<file path="config.mk">
export PLATFORM = sky130hd
export DESIGN_NAME = blk_xfer_seq
export DESIGN_NICKNAME = d
export VERILOG_FILES = /design/src/rtl/blk_xfer_pkg.sv /design/src/rtl/xfer_plan.sv /design/src/rtl/xfer_pick.sv /design/src/rtl/blk_xfer_seq.sv
export SDC_FILE = /design/constraint.sdc
export NUM_CORES = 1
export LEC_CHECK = 0
export BUFFER_PORTS_ARGS = -buffer_cell sky130_fd_sc_hd__buf_2
export CAP_MARGIN = 20
export CORE_MARGIN = 3
export CORE_UTILIZATION = 43
export CTS_BUF_LIST = sky130_fd_sc_hd__clkbuf_4
export DETAILED_ROUTE_END_ITERATION = 6
export PLACE_DENSITY = 0.62
export REMOVE_ABC_BUFFERS = 1
export SETUP_SLACK_MARGIN = 0.5
export SLEW_MARGIN = 25
export SYNTH_ARGS = -nofsm -noshare
export SYNTH_HDL_FRONTEND = slang
export SYNTH_SLANG_ARGS = --single-unit
</file>
<file path="constraint.sdc">
create_clock -name clk -period 17.25 [get_ports clk]
set_clock_uncertainty 0.1 [all_clocks]
set_input_delay 2.5875 -clock clk [delete_from_list [all_inputs] [get_ports clk]]
set_output_delay 2.5875 -clock clk [all_outputs]
set_load 0.01 [all_outputs]
</file>
<file path="src/rtl/blk_xfer_pkg.sv">
package blk_xfer_pkg;

  // Ordering/direction of a block transfer. bit1 = downward, bit0 = exclude base.
  typedef enum logic [1:0] {
    MODE_UP_AFTER   = 2'b00,
    MODE_UP_BEFORE  = 2'b01,
    MODE_DN_AFTER   = 2'b10,
    MODE_DN_BEFORE  = 2'b11
  } xfer_mode_e;

  typedef enum logic [1:0] {
    ST_IDLE = 2'b00,
    ST_RUN  = 2'b01,
    ST_FIN  = 2'b10
  } xfer_state_e;

  localparam int unsigned WORD_SHIFT = 2;

endpackage

</file>
<file path="src/rtl/xfer_plan.sv">
module xfer_plan
  import blk_xfer_pkg::*;
#(
  parameter int AW = 32,
  parameter int NR = 16,
  parameter int CW = $clog2(NR + 1)
) (
  input  logic [AW-1:0] base,
  input  logic [NR-1:0] list,
  input  xfer_mode_e    mode,
  output logic [CW-1:0] count,
  output logic [AW-1:0] first_addr,
  output logic [AW-1:0] final_addr
);

  function automatic logic [CW-1:0] tally(input logic [NR-1:0] v);
    logic [CW-1:0] s;
    s = '0;
    for (int i = 0; i < NR; i++) s = s + CW'(v[i]);
    return s;
  endfunction

  function automatic logic [AW-1:0] span_of(input logic [CW-1:0] n);
    return AW'(n) << WORD_SHIFT;
  endfunction

  function automatic logic [AW-1:0] lowest_addr(input logic [AW-1:0] b,
                                                input xfer_mode_e m,
                                                input logic [AW-1:0] span);
    logic [AW-1:0] word;
    word = AW'(1) << WORD_SHIFT;
    case (m)
      MODE_UP_AFTER:  return b;
      MODE_UP_BEFORE: return b + word;
      MODE_DN_AFTER:  return b - span + word;
      default:        return b - span;
    endcase
  endfunction

  function automatic logic [AW-1:0] moved_base(input logic [AW-1:0] b,
                                               input xfer_mode_e m,
                                               input logic [AW-1:0] span);
    return m[1] ? (b - span) : (b + span);
  endfunction

  logic [AW-1:0] base_al;
  logic [AW-1:0] span;

  always_comb begin
    base_al    = {base[AW-1:WORD_SHIFT], {WORD_SHIFT{1'b0}}};
    count      = tally(list);
    span       = span_of(count);
    first_addr = lowest_addr(base_al, mode, span);
    final_addr = moved_base(base_al, mode, span);
  end

endmodule

</file>
<file path="src/rtl/xfer_pick.sv">
module xfer_pick #(
  parameter int NR = 16,
  parameter int IW = $clog2(NR)
) (
  input  logic [NR-1:0] pend,
  output logic [IW-1:0] idx,
  output logic          any,
  output logic          last
);

  always_comb begin
    idx = '0;
    for (int i = NR - 1; i >= 0; i--) begin
      if (pend[i]) idx = IW'(i);
    end
    any  = |pend;
    last = any && ((pend & (pend - NR'(1))) == '0);
  end

endmodule

</file>
<file path="src/rtl/blk_xfer_seq.sv">
module blk_xfer_seq
  import blk_xfer_pkg::*;
#(
  parameter int AW = 32,
  parameter int NR = 16,
  parameter int IW = $clog2(NR),
  parameter int CW = $clog2(NR + 1)
) (
  input  logic          clk,
  input  logic          rst_n,
  input  logic          req_valid,
  output logic          req_ready,
  input  logic [AW-1:0] req_base,
  input  logic [NR-1:0] req_list,
  input  logic [1:0]    req_mode,
  input  logic          req_wb,
  input  logic          req_load,
  output logic          mem_valid,
  input  logic          mem_ready,
  output logic [AW-1:0] mem_addr,
  output logic [IW-1:0] mem_reg,
  output logic          mem_write,
  output logic          done,
  output logic          wb_en,
  output logic [AW-1:0] wb_value
);

  localparam logic [AW-1:0] STEP = AW'(1) << WORD_SHIFT;

  xfer_state_e   st_q;
  logic [NR-1:0] pend_q;
  logic [AW-1:0] addr_q;
  logic [AW-1:0] wbv_q;
  logic          wben_q;
  logic          write_q;

  logic [CW-1:0] plan_count;
  logic [AW-1:0] plan_first;
  logic [AW-1:0] plan_final;
  logic [IW-1:0] pick_idx;
  logic          pick_any;
  logic          pick_last;

  // named events for the checks
  logic start_fire;
  logic beat_fire;
  logic beat_last;
  logic list_empty;

  xfer_plan #(.AW(AW), .NR(NR), .CW(CW)) u_plan (
    .base       (req_base),
    .list       (req_list),
    .mode       (xfer_mode_e'(req_mode)),
    .count      (plan_count),
    .first_addr (plan_first),
    .final_addr (plan_final)
  );

  xfer_pick #(.NR(NR), .IW(IW)) u_pick (
    .pend (pend_q),
    .idx  (pick_idx),
    .any  (pick_any),
    .last (pick_last)
  );

  assign req_ready  = (st_q == ST_IDLE);
  assign start_fire = req_valid && req_ready;
  assign list_empty = (plan_count == '0);
  assign mem_valid  = (st_q == ST_RUN);
  assign beat_fire  = mem_valid && mem_ready;
  assign beat_last  = beat_fire && pick_last;

  always_ff @(posedge clk) begin
    if (!rst_n) begin
      st_q    <= ST_IDLE;
      pend_q  <= '0;
      addr_q  <= '0;
      wbv_q   <= '0;
      wben_q  <= 1'b0;
      write_q <= 1'b0;
    end else begin
      case (st_q)
        ST_IDLE: begin
          if (start_fire) begin
            pend_q  <= req_list;
            addr_q  <= plan_first;
            wbv_q   <= plan_final;
            wben_q  <= req_wb && !list_empty;
            write_q <= !req_load;
            st_q    <= list_empty ? ST_FIN : ST_RUN;
          end
        end
        ST_RUN: begin
          if (beat_fire) begin
            pend_q <= pend_q & ~(NR'(1) << pick_idx);
            addr_q <= addr_q + STEP;
            if (pick_last || !pick_any) st_q <= ST_FIN;
          end
        end
        default: st_q <= ST_IDLE;
      endcase
    end
  end

  assign mem_addr  = {addr_q[AW-1:WORD_SHIFT], {WORD_SHIFT{1'b0}}};
  assign mem_reg   = pick_idx;
  assign mem_write = write_q;
  assign done      = (st_q == ST_FIN);
  assign wb_en     = done && wben_q;
  assign wb_value  = wbv_q;


  stall_hold_chk: assert property (@(posedge clk) disable iff (!rst_n)
    mem_valid && !mem_ready |=> mem_valid && $stable(mem_addr) && $stable(mem_reg));


  addr_step_chk: assert property (@(posedge clk) disable iff (!rst_n)
    beat_fire && !beat_last |=> mem_valid && (mem_addr == $past(mem_addr) + STEP));


  reg_order_chk: assert property (@(posedge clk) disable iff (!rst_n)
    beat_fire && !beat_last |=> mem_reg > $past(mem_reg));


  addr_align_chk: assert property (@(posedge clk) disable iff (!rst_n)
    mem_valid |-> mem_addr[WORD_SHIFT-1:0] == '0);


  done_pulse_chk: assert property (@(posedge clk) disable iff (!rst_n)
    done |=> !done && req_ready);


  last_to_done_chk: assert property (@(posedge clk) disable iff (!rst_n)
    beat_last |=> done && !mem_valid);


  empty_list_chk: assert property (@(posedge clk) disable iff (!rst_n)
    start_fire && (req_list == '0) |=> done && !wb_en);


  wb_gate_chk: assert property (@(posedge clk) disable iff (!rst_n)
    wb_en |-> done);


  write_stable_chk: assert property (@(posedge clk) disable iff (!rst_n)
    beat_fire && !beat_last |=> $stable(mem_write));

endmodule

</file>
After elaboration in Yosys (flattened, before gate mapping) --
Index checks and enable logic that the tools add are counted.
Cells by class: mux-type cells 29, bitwise gates (word level) 3, $mul 0, equality and inequality tests 7, reduce and logical (&&, ||, !) cells 18, div/mod/pow operators 0, $lt $le $gt $ge 0, shift-type cells 1, add/subtract/negate cells 21
Operators with widths (count):
- 32-bit by 3-bit adder with 32-bit output (second input constant) | 3
- 32-bit 2-to-1 mux | 3
- 32-bit one-hot mux with 3 select lines | 1
- 5-bit by 1-bit adder with 5-bit output | 14
- 4-bit 2-to-1 mux | 16
- 32-bit one-hot mux with 2 select lines | 1
- 32-bit by 7-bit adder with 32-bit output | 1
- 16-bit AND | 2
- 16-bit 2-to-1 mux | 2
- 16-bit one-hot mux with 2 select lines | 1
- 32-bit by 7-bit subtractor with 32-bit output | 1
- 16-bit zero test | 1
- 16-bit NOT | 1
- 16-bit OR reduction | 1
- 1-bit by 4-bit left shift with 16-bit output (first input constant) | 1
- 16-bit by 1-bit subtractor with 16-bit output (second input constant) | 1
- 2-bit 2-to-1 mux | 4
- 2-bit by 1-bit inequality test with 1-bit output (second input constant) | 3
- 3-bit AND reduction | 2
- 1-bit logical AND | 5
- 5-bit zero test | 1
- 2-bit by 1-bit == test with 1-bit output (second input constant) | 2
- 2-bit == test (second input constant) | 2
- 2-bit zero test | 2
- 6 further kinds | 8
Word-level totals: output and inout port bits 73, memories 0, ROM bits 0, flip-flop bits (word level) 84, input bits 56, latch bits 0, word-level logic and storage cells 85, RAM bits 0

Longest topological paths before layout --
depth in word-level cells 21, gate-level depth with buffers 27, mapped depth without buffers 25

By module --
From an unflattened synthesis, not the netlist that was laid out.
Second synthesis, totals: cell total of the unflattened synthesis 1140, area total of the unflattened synthesis 7997.7 um^2
By module, submodules not included:
- xfer_plan | cells an instance 585, times used 1, area an instance 3860.0 um^2, sequential area each 0.0 um^2
- blk_xfer_seq | cells an instance 504, times used 1, area an instance 3809.9 um^2, sequential area each 1641.6 um^2
- xfer_pick | cells an instance 51, times used 1, area an instance 327.8 um^2, sequential area each 0.0 um^2

Worst setup path after synthesis --
No wires, ideal clock.
kind input to register, start point input port req_list[0], end point register addr_q[22], path buffers 2, data required time 17.028 ns, arrival time 9.150 ns, path slack 7.878 ns, cell stages on the path 23, setup time 0.122 ns, path through ha_1 -> inv_1 -> fa_1 -> inv_1 -> fa_1 -> fa_1 -> inv_1 -> fa_1 -> fa_1 -> fa_1 -> xor2_1 -> inv_1 -> ha_1 -> clkbuf_1 -> nand2b_1 -> o311a_1 -> clkbuf_1 -> nor4_1 -> a31oi_1 -> or3_1 -> or4_1 -> a311oi_1 -> nor2_1
Between the ends: cells in the longest elaborated chain, start to end 20
RTL lines:
- start: declaration | line blk_xfer_seq.sv:14 | input logic [NR-1:0] req_list,
- 1-bit by 1-bit adder with 2-bit output * | line xfer_plan.sv:19 | for (int i = 0; i < NR; i++) s = s + CW'(v[i]);
- 5-bit by 1-bit adder with 5-bit output * (14 in a row) | line xfer_plan.sv:19
- 32-bit by 7-bit subtractor with 32-bit output * | line xfer_plan.sv:35, xfer_plan.sv:36
- 32-bit by 3-bit adder with 32-bit output | line xfer_plan.sv:35 | MODE_DN_AFTER: return b - span + word;
- 32-bit one-hot mux with 3 select lines * | line xfer_plan.sv:32 | case (m)
- 32-bit 2-to-1 mux * | line blk_xfer_seq.sv:84 | if (start_fire) begin
- 32-bit one-hot mux with 2 select lines * | line blk_xfer_seq.sv:82 | case (st_q)
- end signal: assignment | line blk_xfer_seq.sv:86 | addr_q <= plan_first;
- end signal: assignment | line blk_xfer_seq.sv:96 | addr_q <= addr_q + STEP;
- end: declaration | line blk_xfer_seq.sv:32 | logic [AW-1:0] addr_q;
Mark *: on every way between the ends. The rest lies on a longest branch, timed or not. The select of a mux whose other input is x is not followed. A chain may end at the register's enable or synchronous reset.

Final worst setup path --
start point input port req_list[1], end point register addr_q[28]
Same word-level chain as after synthesis.

==> run summary <==
FLOORPLANNING
------------------------------------------------------------------------------------------------------
Initial Utilization                                                                             44.43%
Chip Width                                                                                    146.2 um
Number of standard-cell rows in the floorplan                                                       50
Chip height                                                                                   146.2 um
Core Box Area                                                                               19020 um^2
I/O pin total                                                                                      129
Die Footprint                                                                               21370 um^2

YOSYS
------------------------------------------------------------------------------------------------------
Count of synthesis-stage warnings from yosys                                                         0
Biggest area contributors in the synthesized netlist                                      sky130_fd_sc_hd__dfxtp_1 19%, sky130_fd_sc_hd__a21oi_1 7.1%, sky130_fd_sc_hd__nand2_1 6.2%
Cell types with the highest counts after synthesis                                        140 x sky130_fd_sc_hd__nand2_1, 120 x sky130_fd_sc_hd__a21oi_1, 111 x sky130_fd_sc_hd__nor2_1
Number of distinct library cell variants in the gate-level netlist after synthesis                  74
Netlist area before placement                                                                8449 um^2
Cell type contributing the most total cell area after synthesis                           sky130_fd_sc_hd__dfxtp_1
Dominant synthesized flop cell                                                            sky130_fd_sc_hd__dfxtp_1
EDFF count, synth                                                                                    0
Post-synth ARST share                                                                               0%
Area share of the largest cell type after synthesis                                             18.95%
Most used standard cell by instance count after synthesis                                 sky130_fd_sc_hd__nand2_1
Count of mapped cells out of synthesis                                                            1245
Synthesized flop and latch total                                                                    80
Post-synthesis average cell area                                                            6.787 um^2
Sequential share of the synthesized area                                                        18.95%

STA
------------------------------------------------------------------------------------------------------
Final period utilization                                                                        58.77%
Max-Slew Margin vs Limit                                                                        17.70%
Post-layout min period                                                                        10140 ps
Setup violations, final                                                                              0
Pins over their slew limit                                                                           0
Final Hold Violating Endpoints                                                                       0
Transition at the pin with the smallest max-transition slack                                   1223 ps
Unrepaired setup endpoints after global routing                                                  false
Maximum clock frequency                                                                    0.09864 GHz
Total Negative Setup Slacks                                                                       0 ps

CLOCKING
------------------------------------------------------------------------------------------------------
Clock transition at the register clock pins on the worst setup and hold paths after CTS         160 ps
Post-CTS Hold Fix Bufs                                                                               0
Number of resized instances in the post-cts repair step                                              0
Number of H-tree branching levels                                                                    3
Count of clock tree sinks                                                                           80
Skew-Pair Late Insertion Delay                                                                  510 ps
Number of setup buffers added after CTS                                                              0
TritonCTS clock tree                                                                               yes
Buffers from clock root to sink, at most                                                             2
Master cell of the clock root buffer                                                      sky130_fd_sc_hd__clkbuf_4
Total clock buffers created by CTS                                                                   9

GLOBAL ROUTING
------------------------------------------------------------------------------------------------------
Sum of overflow across all layers after global routing                                               0
Global-route total usage across every layer                                                     27.65%
Wire length of the first global-routing pass                                                  48.76 mm
Antenna violations before repair                                                                     1
Pin count of the biggest net entering global routing                                                55
Vias in the first global route                                                                    8897

DETAILED ROUTING
------------------------------------------------------------------------------------------------------
Detailed-route via count                                                                          9717
Ratio of routed vias to standard cells                                                           6.217
Detailed-route DRC error count                                                                       0
Number of nets with antenna violations after detailed routing                                        0
WL per Instance                                                                               19.52 um
Routed wire length                                                                            30.52 mm
Starting DRT DRC Count                                                                             934
Total iterations of the first detailed-routing run                                                   5

PWR
------------------------------------------------------------------------------------------------------
Worst voltage drop across the vdd grid                                                      0.06789 mV
Cell leakage power                                                                            3.491 nW
Pwr dens                                                                                  143.2 nW/um^2

PLACED DESIGN
------------------------------------------------------------------------------------------------------
Number of input and output port buffers inserted                                                   122
Placed cell areas                                                                            9130 um^2
Detailed Place HPWL                                                                           21.46 mm
RD Place Congestion                                                                             0.9542

SETUP PATH
------------------------------------------------------------------------------------------------------
Crit Path Max Fanout                                                                                12
Category of the most critical setup path                                                  primary input to flop
Crit. End Element                                                                                 flop
CP Data Arrival Time                                                                          10510 ps
Worst endpoint required time                                                                  17620 ps
Critical path launch point type                                                           primary input

STATUS
------------------------------------------------------------------------------------------------------
Run status                                                                                finished clean

CELLS AND AREA
------------------------------------------------------------------------------------------------------
Share of layout cells above drive strength 1                                                    13.36%
NumNets Final                                                                                     1385
Layout area overhead                                                                            10.01%
Fillers                                                                                           2074
Summed area of non-filler cells in the final layout                                          9295 um^2

JOB
------------------------------------------------------------------------------------------------------
Max-capacitance violation count                                                                      0

MIN PATH
------------------------------------------------------------------------------------------------------
Tightest Hold Check Type                                                                  flop to flop

report_power, final:
group / switching [W] / internal (W)
Combinational: 0.000569 / 0.000310
Clock: 0.0000806 / 0.0000588
Sequential: 0.0000652 / 0.000247
Total: 0.000715 / 0.000616
worst max-delay path: stages:
cell and delay, ps:
sky130_fd_sc_hd__buf_2 120, sky130_fd_sc_hd__ha_1 270, sky130_fd_sc_hd__inv_1 40, sky130_fd_sc_hd__fa_1 510, sky130_fd_sc_hd__inv_1 70, sky130_fd_sc_hd__fa_1 470, sky130_fd_sc_hd__fa_1 520, sky130_fd_sc_hd__inv_1 50
sky130_fd_sc_hd__fa_1 470, sky130_fd_sc_hd__fa_1 420, sky130_fd_sc_hd__fa_1 410, sky130_fd_sc_hd__xor2_1 310, sky130_fd_sc_hd__inv_1 80, sky130_fd_sc_hd__ha_1 390, sky130_fd_sc_hd__or2_2 370, sky130_fd_sc_hd__a211oi_1 290
sky130_fd_sc_hd__nor3_1 130, sky130_fd_sc_hd__a2111oi_0 740, sky130_fd_sc_hd__o21ai_1 400, sky130_fd_sc_hd__or3_1 640, sky130_fd_sc_hd__o31a_1 380, sky130_fd_sc_hd__a2111oi_1 550, sky130_fd_sc_hd__o221a_1 270
layout by cell type, fill, tap and decap left out, types with 8 or more instances in the layout:
| master | synthesis | routed |
|---|---|---|
| sky130_fd_sc_hd__nor4_1 | 42 | 42 |
| sky130_fd_sc_hd__xnor2_1 | 57 | 57 |
| sky130_fd_sc_hd__xor2_1 | 26 | 26 |
| sky130_fd_sc_hd__or4_1 | 8 | 8 |
| sky130_fd_sc_hd__o22ai_1 | 11 | 11 |
| sky130_fd_sc_hd__a22oi_1 | 11 | 11 |
| sky130_fd_sc_hd__nand2b_1 | 11 | 11 |
| sky130_fd_sc_hd__a31oi_1 | 27 | 27 |
| sky130_fd_sc_hd__nand4_1 | 16 | 16 |
| sky130_fd_sc_hd__a21o_1 | 10 | 10 |
| sky130_fd_sc_hd__ha_1 | 20 | 20 |
| sky130_fd_sc_hd__a21oi_1 | 120 | 119 |
| sky130_fd_sc_hd__nor2b_1 | 9 | 9 |
| sky130_fd_sc_hd__clkbuf_4 | 0 | 9 |
| sky130_fd_sc_hd__or3_1 | 11 | 11 |
| sky130_fd_sc_hd__o211ai_1 | 10 | 10 |
| sky130_fd_sc_hd__buf_4 | 4 | 18 |
| sky130_fd_sc_hd__mux2i_1 | 13 | 13 |
| sky130_fd_sc_hd__dfxtp_1 | 80 | 80 |
| sky130_fd_sc_hd__nand3_1 | 48 | 48 |
| sky130_fd_sc_hd__nor3_1 | 45 | 45 |
| sky130_fd_sc_hd__nor2_1 | 111 | 110 |
| sky130_fd_sc_hd__o311a_1 | 9 | 9 |
| sky130_fd_sc_hd__o31ai_1 | 10 | 10 |
| sky130_fd_sc_hd__buf_2 | 0 | 122 |
| sky130_fd_sc_hd__and3_1 | 19 | 19 |
| sky130_fd_sc_hd__nand2_1 | 140 | 140 |
| sky130_fd_sc_hd__o21ai_0 | 85 | 85 |
| sky130_fd_sc_hd__inv_1 | 47 | 47 |
| sky130_fd_sc_hd__fa_1 | 12 | 12 |
| sky130_fd_sc_hd__a211oi_1 | 20 | 20 |
registers in the layout (all words and copies together), names as in the netlist:
name and cells:
mem_write 1, st_q 2, wben_q 1, pend_q 16, wb_value 30, addr_q 30
final timing paths:
kind               startpoint  cells past startpoint  slack (ps)     endpoint
setup / recovery  req_list[1]                     23        7110   addr_q[28]
hold / removal    wb_value[7]                      2         360  wb_value[7]
setup reg to reg      st_q[0]                      8       14260    addr_q[6]
hold reg to reg   wb_value[7]                      2         360  wb_value[7]
area by class of cell:
cell class / count / area (um^2) / share of cell area, %
clock inverter: 7 / 93.84 / 1.010
sequential: 80 / 1602 / 17.23
timing repair buffer: 140 / 745.7 / 8.023
clock buffer: 9 / 67.56 / 0.7269
tap: 260 / 325.3 / 3.500
antenna: 1 / 2.502 / 0.02692
inverter: 49 / 185.2 / 1.992
multi-input combinational: 1017 / 6274 / 67.49
per-layer routing:
layer  vias up  routed length (um)  GRT usage (%)
li1       4645                   -              -
met1      4551               13420          37.73
met2       472               13800          44.87
met3        49                2543          4.252
met4         0                 755          8.984
met5         -                   0              0
cells by family (layout without fill, tap and decap cells):
group / count (synthesis) / in the layout / synth area share, %
flops: 80 / 80 / 18.95
other cells: 1 / 5 / 0.04438
simple gates: 501 / 501 / 29.13
buf+inv: 151 / 205 / 7.063
xor+xnor: 83 / 83 / 8.604
compound gates: 381 / 381 / 28.48
mux: 15 / 15 / 1.807
fa+ha+maj: 33 / 33 / 5.923
per-stage QoR:
step           hold WS, ps  utilization, %  setup WS [ps]  power (W)  std cells
3_5_place_dp         341.5           48.01           6667   0.001186       1546
6_report             356.3           48.88           7112   0.001331       1563
4_1_cts              360.3           48.86           7221   0.001328       1562
2_1_floorplan        327.3               -           7887  0.0008895       1146
3_3_place_gp         337.7           48.01           6737   0.001171       1546
5_1_grt              379.0           48.88           6701   0.001447       1563
Power figures use the tool's default switching activity.
